<file path="src/rtl/sram_b2_pkg.sv">
package sram_b2_pkg;

  typedef enum logic [1:0] {
    CMD_NONE  = 2'd0,
    CMD_READ  = 2'd1,
    CMD_WRITE = 2'd2
  } cmd_e;

  // One-cycle strobes from control to datapath
  typedef struct packed {
    logic fetch;     // read the pair into the read buffer (K rise)
    logic capBeat0;  // capture first write word (K rise)
    logic capBeat1;  // capture second write word (K# rise)
    logic outBeat0;  // drive first read word (K# rise)
    logic outBeat1;  // drive second read word (K rise)
    logic commit;    // move the late-write buffer into the array (K rise)
  } strobe_t;

endpackage

</file>
<file path="src/rtl/sram_b2_ctrl.sv">
module sram_b2_ctrl
  import sram_b2_pkg::*;
#(
  parameter int ADDR_W = 4
) (
  input  logic              clk,
  input  logic              rstN,
  input  logic              ldN,
  input  logic              rwN,
  input  logic [ADDR_W-1:0] addr,
  output strobe_t           stb,
  output logic [ADDR_W-1:0] cmdAddr,
  output logic              kRise
);

  logic half;
  cmd_e stage1Cmd;
  cmd_e stage2Cmd;
  cmd_e decoded;

  assign kRise = !half;

  always_comb begin
    if (ldN)       decoded = CMD_NONE;
    else if (rwN)  decoded = CMD_READ;
    else           decoded = CMD_WRITE;
  end

  always_ff @(posedge clk or negedge rstN) begin
    if (!rstN) begin
      half      <= 1'b0;
      stage1Cmd <= CMD_NONE;
      stage2Cmd <= CMD_NONE;
      cmdAddr   <= '0;
    end else begin
      half <= !half;
      if (kRise) begin
        stage1Cmd <= decoded;
        stage2Cmd <= stage1Cmd;
        if (!ldN) cmdAddr <= addr;
      end
    end
  end

  always_comb begin
    stb          = '0;
    stb.fetch    = kRise  && (stage1Cmd == CMD_READ);
    stb.capBeat0 = kRise  && (stage1Cmd == CMD_WRITE);
    stb.outBeat1 = kRise  && (stage2Cmd == CMD_READ);
    stb.commit   = kRise  && (stage2Cmd == CMD_WRITE);
    stb.outBeat0 = !kRise && (stage2Cmd == CMD_READ);
    stb.capBeat1 = !kRise && (stage2Cmd == CMD_WRITE);
  end

endmodule

</file>
<file path="src/rtl/sram_b2_dp.sv">
module sram_b2_dp
  import sram_b2_pkg::*;
#(
  parameter int ADDR_W = 4,
  parameter int DATA_W = 8
) (
  input  logic              clk,
  input  logic              rstN,
  input  strobe_t           stb,
  input  logic [ADDR_W-1:0] cmdAddr,
  input  logic [DATA_W-1:0] dIn,
  output logic [DATA_W-1:0] dOut,
  output logic              oe
);

  localparam int DEPTH = 1 << ADDR_W;
  localparam logic [ADDR_W-1:0] PAIR_FLIP = ADDR_W'(1);

  logic [DATA_W-1:0] mem [DEPTH];
  logic [ADDR_W-1:0] pendAddr;
  logic [DATA_W-1:0] pendWord0, pendWord1;
  logic [DATA_W-1:0] rdWord0, rdWord1;
  logic [DATA_W-1:0] fetch0, fetch1;
  logic              pairHit, sameOrder;

  // Forward from the late-write buffer when it commits on this fetch edge
  assign pairHit   = stb.commit && ((cmdAddr >> 1) == (pendAddr >> 1));
  assign sameOrder = (cmdAddr == pendAddr);

  always_comb begin
    if (pairHit) begin
      fetch0 = sameOrder ? pendWord0 : pendWord1;
      fetch1 = sameOrder ? pendWord1 : pendWord0;
    end else begin
      fetch0 = mem[cmdAddr];
      fetch1 = mem[cmdAddr ^ PAIR_FLIP];
    end
  end

  always_ff @(posedge clk or negedge rstN) begin
    if (!rstN) begin
      for (int i = 0; i < DEPTH; i++) mem[i] <= '0;
    end else if (stb.commit) begin
      mem[pendAddr]             <= pendWord0;
      mem[pendAddr ^ PAIR_FLIP] <= pendWord1;
    end
  end

  always_ff @(posedge clk or negedge rstN) begin
    if (!rstN) begin
      pendAddr  <= '0;
      pendWord0 <= '0;
      pendWord1 <= '0;
      rdWord0   <= '0;
      rdWord1   <= '0;
    end else begin
      if (stb.capBeat0) begin
        pendAddr  <= cmdAddr;
        pendWord0 <= dIn;
      end
      if (stb.capBeat1) pendWord1 <= dIn;
      if (stb.fetch) begin
        rdWord0 <= fetch0;
        rdWord1 <= fetch1;
      end
    end
  end

  always_ff @(posedge clk or negedge rstN) begin
    if (!rstN) begin
      oe   <= 1'b0;
      dOut <= '0;
    end else if (stb.outBeat0) begin
      oe   <= 1'b1;
      dOut <= rdWord0;
    end else if (stb.outBeat1) begin
      oe   <= 1'b1;
      dOut <= rdWord1;
    end else begin
      oe   <= 1'b0;
      dOut <= '0;
    end
  end

endmodule

</file>
<file path="src/rtl/sram_b2_seq.sv">
module sram_b2_seq
  import sram_b2_pkg::*;
#(
  parameter int ADDR_W = 4,
  parameter int DATA_W = 8
) (
  input  logic              clk,
  input  logic              rstN,
  input  logic              ldN,
  input  logic              rwN,
  input  logic [ADDR_W-1:0] addr,
  input  logic [DATA_W-1:0] dIn,
  output logic [DATA_W-1:0] dOut,
  output logic              oe
);

  strobe_t           stb;
  logic [ADDR_W-1:0] cmdAddr;
  logic              kRise;

  sram_b2_ctrl #(.ADDR_W(ADDR_W)) u_ctrl (
    .clk     (clk),
    .rstN    (rstN),
    .ldN     (ldN),
    .rwN     (rwN),
    .addr    (addr),
    .stb     (stb),
    .cmdAddr (cmdAddr),
    .kRise   (kRise)
  );

  sram_b2_dp #(.ADDR_W(ADDR_W), .DATA_W(DATA_W)) u_dp (
    .clk     (clk),
    .rstN    (rstN),
    .stb     (stb),
    .cmdAddr (cmdAddr),
    .dIn     (dIn),
    .dOut    (dOut),
    .oe      (oe)
  );

endmodule

</file>
<file path="config.mk">
export PLATFORM = sky130hd
export DESIGN_NAME = sram_b2_seq
export DESIGN_NICKNAME = d
export VERILOG_FILES = /design/src/rtl/sram_b2_pkg.sv /design/src/rtl/sram_b2_ctrl.sv /design/src/rtl/sram_b2_dp.sv /design/src/rtl/sram_b2_seq.sv
export SDC_FILE = /design/constraint.sdc
export NUM_CORES = 1
export LEC_CHECK = 0
export ABC_AREA = 1
export CORE_UTILIZATION = 35
export DETAILED_ROUTE_END_ITERATION = 7
export DONT_BUFFER_PORTS = 1
export PLACE_DENSITY = 0.57
export SETUP_SLACK_MARGIN = 0.05
export SLEW_MARGIN = 30
export SYNTH_ARGS = -nofsm -noshare
export SYNTH_HDL_FRONTEND = slang
export SYNTH_HIERARCHICAL = 1
export SYNTH_SLANG_ARGS = --single-unit
</file>
<file path="constraint.sdc">
create_clock -name clk -period 2.4 [get_ports clk]
set_clock_uncertainty 0.15 [all_clocks]
set_input_delay 0.48 -clock clk [delete_from_list [all_inputs] [get_ports clk]]
set_output_delay 0.48 -clock clk [all_outputs]
set_load 0.02 [all_outputs]
</file>
**After elaboration in Yosys (flattened, before gate mapping)**

Index checks and enable logic that the tools add are counted.

- Register bits: 182
- Bits of input ports: 16
- Output and inout bits: 9
- Logic and storage cells: 80

- $lt $le $gt $ge: 6
- Equality and inequality tests: 6
- Multiplexer cells: 22
- Bitwise gates (word level): 8
- Reductions and logical operators: 11

Operator list:

| operator | number |
|---|---|
| bitwise mux 128 bit | 2 |
| two-way mux 8 bit | 12 |
| binary-select mux 8 bit (select 4 bit) | 2 |
| demux 8 bit (select 4 bit) | 2 |
| greater-or-equal comparator 5 bit, second input constant | 4 |
| NOT 4 -> 5 bit | 4 |
| < comparator 5 x 1 -> 1 bit, second input constant | 2 |
| logical AND 1 bit | 9 |
| == test 2 x 1 -> 1 bit, second input constant | 2 |
| == test 2 bit, second input constant | 2 |
| == test 4 bit | 1 |
| two-way mux 2 bit | 2 |
| NOT 1 bit | 4 |
| == test 3 bit | 1 |
| two-way mux 1 bit | 2 |
| AND reduction 2 bit | 1 |
| logical NOT 1 bit | 1 |

**Logic depth before layout (Yosys ltp)**

Gate-level depths: netlist (run 1).

- Depth after elaboration: 7
- Gate-level depth with buffers: 11
- Gate-level depth less buffers: 10

**Cells and area by module**

Netlist (run 1), hierarchy kept.

By module, submodules not included:

| module | times used | cells each | area an instance (um2) | seq. area each (um2) |
|---|---|---|---|---|
| sram_b2_dp | 1 | 1512 | 10216.0 | 4329.2 |
| sram_b2_ctrl | 1 | 45 | 379.1 | 225.2 |

**Worst setup path before layout (run 1)**

OpenSTA, ideal clock, no wires.

- Path type: flip-flop to flip-flop
- From: reg u_ctrl.half
- To: reg u_dp.rdWord0[1]
- Setup time: 0.121 ns
- Arrival time: 1.689 ns
- Data required time: 2.129 ns
- Path slack: 0.439 ns
- Stages on the path, launching flop included: 7
- Path buffers: 2
- Period minus slack after synthesis: 1.961 ns
- Cell sequence: dfrtp_1 buf_6 nor3_1 clkinv_1 clkbuf_1 nor2_1 a21oi_1

RTL lines:

| item | RTL line | RTL |
|---|---|---|
| from (decl) | sram_b2_ctrl.sv:16 | `logic half;` |
| from (signal assigned) | sram_b2_ctrl.sv:36 | `half <= !half;` |
| to (signal assigned) | sram_b2_dp.sv:63 | `rdWord0 <= fetch0;` |
| to (decl) | sram_b2_dp.sv:22 | `logic [DATA_W-1:0] rdWord0, rdWord1;` |

**Final worst setup path (run 1)**

- From: reg u_ctrl.cmdAddr[3]
- To: reg u_dp.rdWord1[2]

- Word-level cells in the longest chain between the ends: 5
- Elaborated cells on any way between the ends: 9
- Classes of those cells: 2 x eq/ne; 5 x mux; 1 x bitwise; 1 x reduce/logical

RTL lines:

| item | RTL line | RTL |
|---|---|---|
| from (decl) | sram_b2_ctrl.sv:12 | `output logic [ADDR_W-1:0] cmdAddr,` |
| from (signal assigned) | sram_b2_ctrl.sv:40 | `if (!ldN) cmdAddr <= addr;` |
| NOT 4 -> 5 bit (implied by the code) | sram_b2_dp.sv:36 | `fetch1 = mem[cmdAddr ^ PAIR_FLIP];` |
| binary-select mux 8 bit (select 4 bit) | sram_b2_dp.sv:36 |  |
| two-way mux 8 bit (implied by the code) (2 in a row) | sram_b2_dp.sv:36 |  |
| two-way mux 8 bit (*) | sram_b2_dp.sv:31 | `if (pairHit) begin` |
| to (signal assigned) | sram_b2_dp.sv:64 | `rdWord1 <= fetch1;` |
| to (decl) | sram_b2_dp.sv:22 |  |

Mark *: on every way between the ends. The rest lies on a longest branch, timed or not. The select of a mux whose other input is x is not followed.
A chain may end at the register's enable or synchronous reset.

==> results.sh, run 1 <==
export IMPL_status="finished, violations left"
export IMPL_violations="negative hold slack"
export IMPL_drc=0
export IMPL_yosysSeqAreaShare=0.4299
export IMPL_yosys_area_top_type="dfrtp_1"
export IMPL_grt_pass1_vias=9443
export IMPL_worst_slack_ns=0.2049
export IMPL_cp_buffers_inverters=1
export IMPL_synth_edff_count=0
export IMPL_hold_buffers=7
export IMPL_clk_pin_slew_worst_paths_ns=0.08
export IMPL_ys_top_cells_by_count="nand2_1, nand3_1, dfrtp_1, inv_1, o21ai_0"
export IMPL_viasPerCell=5.253
export IMPL_rsz0062_at_grt="no"
export IMPL_finalNetCount=1537
export IMPL_n_antenna_cell=0
export IMPL_dieArea_um2=30970
export IMPL_numCtsBuffers=17
export IMPL_criticalPathCategory="register to register"
export IMPL_core_um2=29720
export IMPL_p_leak_nw=5.720
export IMPL_yosys_most_used_dff="dfrtp_1"
export IMPL_arrival_ns=2.40
export IMPL_p_total_mw=9.202
export IMPL_clock_latency_ns=0.45
export IMPL_rows=63
export IMPL_grt_pass1_wl_mm=51.45
export IMPL_synth_cells=1557
export IMPL_wl_mm=32.19
export IMPL_grt_usage=0.2158
export IMPL_grt_max_degree=183
export IMPL_synth_seq_cells=182
export IMPL_period_share=0.9146
export IMPL_area_growth_syn_to_layout_pct=10.83
export IMPL_worstPathCellList="xor2_1, nor2_1, nand3_1, buf_12, nor2_1, nor2_1, a21oi_1"
export IMPL_syn_num_nets=1573
export IMPL_worstSetupStartpointType="register"
export IMPL_cp_top_family="simple AND/OR/NAND/NOR gates"
export IMPL_drt_antenna_violating_nets=0
export IMPL_wire_per_inst_um=16.74
export IMPL_final_max_slew_viol_count=0
export IMPL_drtPass1Iterations=6
export IMPL_drive_gt1_frac=0.06262
export IMPL_dieWidth_um=176.0
export IMPL_max_stage_delay_ns=0.51
export IMPL_dr_total_vias=10101
export IMPL_finalSetupTns_ns=0
export IMPL_slew_headroom=0.5804
export IMPL_yosysTopAreaCellShare=0.4299
export IMPL_hold_violations=182
export IMPL_syn_area_um2=10600
export IMPL_yosys_top_cells_area="dfrtp_1, nand2_1, nand3_1"
export IMPL_fmax_mhz=455.6
export IMPL_grt_overflow=0
export IMPL_ios=25
export IMPL_portBuffers=0
export IMPL_syn_area_per_cell_um2=6.805
export IMPL_initialDrtViolationCount=925
export IMPL_whs_ns=-0.4174
export IMPL_gp_congestion=0.8716
export IMPL_endpoint_kind="register"
export IMPL_clock_root_buffer="clkbuf_16"
export IMPL_cts_sinks=182
export IMPL_worstPathMaxFanout=26
export IMPL_tightest_slew_ns=0.6287
export IMPL_cp_required_ns=2.61
export IMPL_hold_path_class="input pin to asynchronous set/reset pin"
export IMPL_async_flop_share=1.000
export IMPL_slowest_stage="dfrtp_1"
export IMPL_cts_tree="done"
export IMPL_maxCapViolations=0
export IMPL_r2r_slack_ns=0.20
export IMPL_die_y_um=176.0
export IMPL_pre_cts_ws_ns=0.2711
export IMPL_synthDistinctLibCells=22
export IMPL_yosys_warnings=6
export IMPL_antenna_found_initial=0
export IMPL_cts_buffer_depth=2
export IMPL_place_hpwl_mm=21.25
export IMPL_crit_top_cell="nor2_1"
export IMPL_yosysMostFrequentCell="nand2_1"
export IMPL_htreeDepth=4
export IMPL_period_needed_ns=2.195
export IMPL_setup_viol=0
export IMPL_initial_core_util=0.3565
export IMPL_ir_drop_v=0.0004167
export IMPL_power_density_nw_per_um2=783.6
==> flip-flops by register name (all words and copies together) (netlist names) <==
register          flops
u_ctrl/half           1
u_dp/pendAddr         4
u_dp/rdWord0          8
u_dp/oe               1
u_dp/pendWord0        8
u_dp/rdWord1          8
u_ctrl/stage2Cmd      2
u_ctrl/stage1Cmd      2
u_dp/dOut             8
u_ctrl/cmdAddr        4
u_dp/pendWord1        8
u_dp/mem            128
==> layout make-up <==
class | count | area [µm²]
Fill cell | 3090 | 17970
Multi-Input combinational cell | 1091 | 4908
Sequential cell | 182 | 4559
Inverter | 168 | 633.1
Timing Repair Buffer | 61 | 575.6
Tap cell | 390 | 488.0
Clock buffer | 17 | 425.4
Clock inverter | 14 | 152.6
==> repair_timing <==
| item | CTS | global route |
|---|---|---|
| resized for setup | 0 | 1 |
| setup endpoints to repair | 0 | 2 |
| hold endpoints to repair | 190 | 182 |
| setup buffers | 0 | 0 |
==> cells by family after synthesis <==
logic type | after synthesis | synth area share
AND/OR/NAND/NOR | 805 | 0.3145
XOR/XNOR | 2 | 0.001654
AO/OA/AOI/OAI | 284 | 0.1464
buffers and inverters | 284 | 0.1076
flip-flops | 182 | 0.4299
==> report_power, final <==
part | switching [mW] | total, mW | internal (mW)
combinational | 1.70 | 2.52 | 0.820
sequential | 0.231 | 3.86 | 3.62
clock | 1.28 | 2.83 | 1.54
==> stage by stage <==
step / instance area, µm² / hold WS [ns] / std cells / util
6_report: 11740 / -0.4174 / 1923 / 0.3951
5_1_grt: 11740 / -0.4350 / 1923 / 0.3951
4_1_cts: 11740 / -0.4289 / 1923 / 0.3951
3_5_place_dp: 11090 / 0.04778 / 1885 / 0.3733
3_3_place_gp: 11090 / 0.04797 / 1885 / 0.3733
2_1_floorplan: 10600 / 0.03441 / 1557 / -
==> per-layer routing <==
layer	track usage	wire length, µm
met4	0.09167	1001
met5	0	0
met3	0.03273	1770
met2	0.3412	14770
met1	0.2934	14650
==> path summary, 6_finish.rpt <==
kind	startpoint	depth (start not counted)	endpoint
worst max-delay path	u_ctrl/cmdAddr[3]	7	u_dp/rdWord1[2]
worst min-delay path	rstN	0	u_dp/mem[15]
worst max register to register	u_ctrl/cmdAddr[3]	7	u_dp/rdWord1[2]
worst min register to register	u_dp/rdWord0[0]	2	u_dp/dOut[0]
max in group asynchronous	rstN	0	u_dp/mem[107]
min in group clk	dIn[5]	2	u_dp/pendWord0[5]
==> placed cells by master (no fill, tap or decap), types with 8 or more instances in the layout <==
| cell type | netlist | routed |
|---|---|---|
| dfrtp_1 | 182 | 180 |
| o22ai_1 | 92 | 92 |
| clkbuf_16 | 0 | 17 |
| buf_12 | 0 | 8 |
| nand2_1 | 460 | 460 |
| nor2_1 | 108 | 107 |
| o21ai_0 | 121 | 121 |
| nand3_1 | 227 | 227 |
| a21oi_1 | 65 | 65 |
| buf_4 | 2 | 46 |
| inv_1 | 165 | 164 |
Note: power is estimated with default switching activity, not from simulation.
==> run 2: changes to the inputs <==
--- a/config.mk
+++ b/config.mk
@@ -6,10 +6,11 @@
 export NUM_CORES = 1
 export LEC_CHECK = 0
 export ABC_AREA = 1
-export CORE_UTILIZATION = 35
+export CAP_MARGIN = 5
+export CORE_UTILIZATION = 54
 export DETAILED_ROUTE_END_ITERATION = 7
 export DONT_BUFFER_PORTS = 1
-export PLACE_DENSITY = 0.57
+export PLACE_DENSITY = 0.77
 export SETUP_SLACK_MARGIN = 0.05
 export SLEW_MARGIN = 30
 export SYNTH_ARGS = -nofsm -noshare
==> results.sh, run 2 (same netlist as run 1, synthesis figures left out) <==
export IMPL_status="finished, violations left"
export IMPL_violations="negative hold slack"
export IMPL_p_leak_nw=5.640
export IMPL_final_cell_mix="nand2_1, nand3_1, dfrtp_1, inv_1, o21ai_0"
export IMPL_r2r_slack_ns=0.23
export IMPL_finalSetupTns_ns=0
export IMPL_n_antenna_cell=0
export IMPL_htreeDepth=4
export IMPL_numCtsBuffers=17
export IMPL_post_cts_setup_buffers=0
export IMPL_initial_core_util=0.5589
export IMPL_worstSetupStartpointType="register"
export IMPL_grt_overflow=0
export IMPL_ir_drop_v=0.0006163
export IMPL_criticalPathCategory="register to register"
export IMPL_drc=0
export IMPL_cts_buffer_depth=2
export IMPL_area_growth_syn_to_layout_pct=7.829
export IMPL_placed_area_um2=10810
export IMPL_met2_usage=0.4954
export IMPL_rr_worst_depth=5
export IMPL_hold_violations=182
export IMPL_arrival_ns=2.37
export IMPL_largest_register_ff_count=128
export IMPL_cp_required_ns=2.60
export IMPL_wl_mm=30.89
export IMPL_grt_pass1_vias=9447
export IMPL_worstPathCellList="nor2_1, nand2_1, o22ai_1, nor2_1, a21oi_1"
export IMPL_gr_max_usage_layer="met2"
export IMPL_drive_gt1_frac=0.05658
export IMPL_clock_root_buffer="clkbuf_16"
export IMPL_hold_buffers=3
export IMPL_drt_antenna_violating_nets=0
export IMPL_cts_sinks=182
export IMPL_place_hpwl_mm=20.23
export IMPL_p_total_mw=9.190
export IMPL_initialDrtViolationCount=1152
export IMPL_dieArea_um2=20190
export IMPL_hold_path_class="input pin to asynchronous set/reset pin"
export IMPL_drtPass1Iterations=8
export IMPL_use_met1=0.4256
export IMPL_worst_slack_ns=0.2272
export IMPL_utilization=0.6027
export IMPL_period_share=0.9053
export IMPL_grt_usage=0.3182
export IMPL_slowest_stage="nand2_1"
export IMPL_wire_per_inst_um=17.35
export IMPL_whs_ns=-0.4130
export IMPL_pre_cts_ws_ns=0.3401
export IMPL_die_y_um=142.1
export IMPL_fin_area_um2=11420
export IMPL_cts_tree="done"
export IMPL_maxCapViolations=0
export IMPL_core_um2=18960
export IMPL_endpoint_kind="register"
export IMPL_finalNetCount=1523
export IMPL_portBuffers=0
export IMPL_final_common_cell="nand2_1"
export IMPL_gp_congestion=0.9381
export IMPL_rsz0062_at_grt="no"
export IMPL_setup_viol=0
export IMPL_max_stage_delay_ns=0.52
export IMPL_fmax_mhz=460.2
export IMPL_registers_top_by_ff_count="u_dp/mem"
export IMPL_worstPathMaxFanout=16
export IMPL_met3_usage=0.05686
export IMPL_clk_pin_slew_worst_paths_ns=0.07
export IMPL_final_max_slew_viol_count=0
export IMPL_dieWidth_um=142.1
export IMPL_antenna_found_initial=0
export IMPL_crit_top_cell="nor2_1"
export IMPL_tightest_slew_ns=0.6785
export IMPL_grt_pass1_wl_mm=49.40
export IMPL_power_density_nw_per_um2=804.4
export IMPL_period_needed_ns=2.173
export IMPL_rows=50
export IMPL_dr_total_vias=10467
export IMPL_slew_headroom=0.5466
export IMPL_grt_max_degree=183
export IMPL_ios=25
export IMPL_clock_latency_ns=0.44
export IMPL_cts_resized=0
export IMPL_viasPerCell=5.880
[run 2: changes by cell type in the layout (fill, tap and decap cells not counted), sizes merged]
cell and delta:
dlygate4sd3 -4, clkbuf +2, buf -10, inv -2
clkinvlp +1
[run 2: area by class of cell]
cell class	instances	area (µm²)
fillers	1748	7531
multi-input cells	1091	4908
flip-flops and latches	182	4559
inverters	168	631.9
clock buffers	19	442.9
repair buffers	47	410.4
well taps	260	325.3
clock inverters	13	146.4
[run 2: where the power goes]
| part | total, mW | internal (mW) | switching (mW) |
|---|---|---|---|
| sequential | 3.86 | 3.63 | 0.230 |
| combinational | 2.50 | 0.803 | 1.70 |
| clock | 2.83 | 1.57 | 1.26 |
| total | 9.19 | 6.00 | 3.19 |
[run 2: final timing paths]
check	from	to
min in group clk	dIn[0]	u_dp/pendWord1[0]
max reg2reg	u_dp/pendAddr[3]	u_dp/mem[117]
max in group asynchronous	rstN	u_ctrl/cmdAddr[0]
min reg2reg	u_dp/rdWord0[6]	u_dp/dOut[6]
max	u_dp/pendAddr[3]	u_dp/mem[117]
min	rstN	u_dp/mem[43]
[run 2: routing by layer]
layer | vias up | share of wire
met5 | - | 0
met4 | 0 | 0.047
met3 | 102 | 0.098
met2 | 548 | 0.45
met1 | 4880 | 0.40
li1 | 4937 | -
[run 2: worst max-delay path: cells and delay by family (launching register included)]
family / cells / cell delay, ns
simple gates: 3 / 0.97
compound gates: 2 / 0.51
flops: 1 / 0.46
[run 2: per-stage QoR]
step                std cells  hold slack (ns)
floorplan                1557          0.03441
global placement         1745          0.04579
detailed placement       1745          0.04410
CTS                      1780          -0.4244
global route             1780          -0.4289
finish                   1780          -0.4130
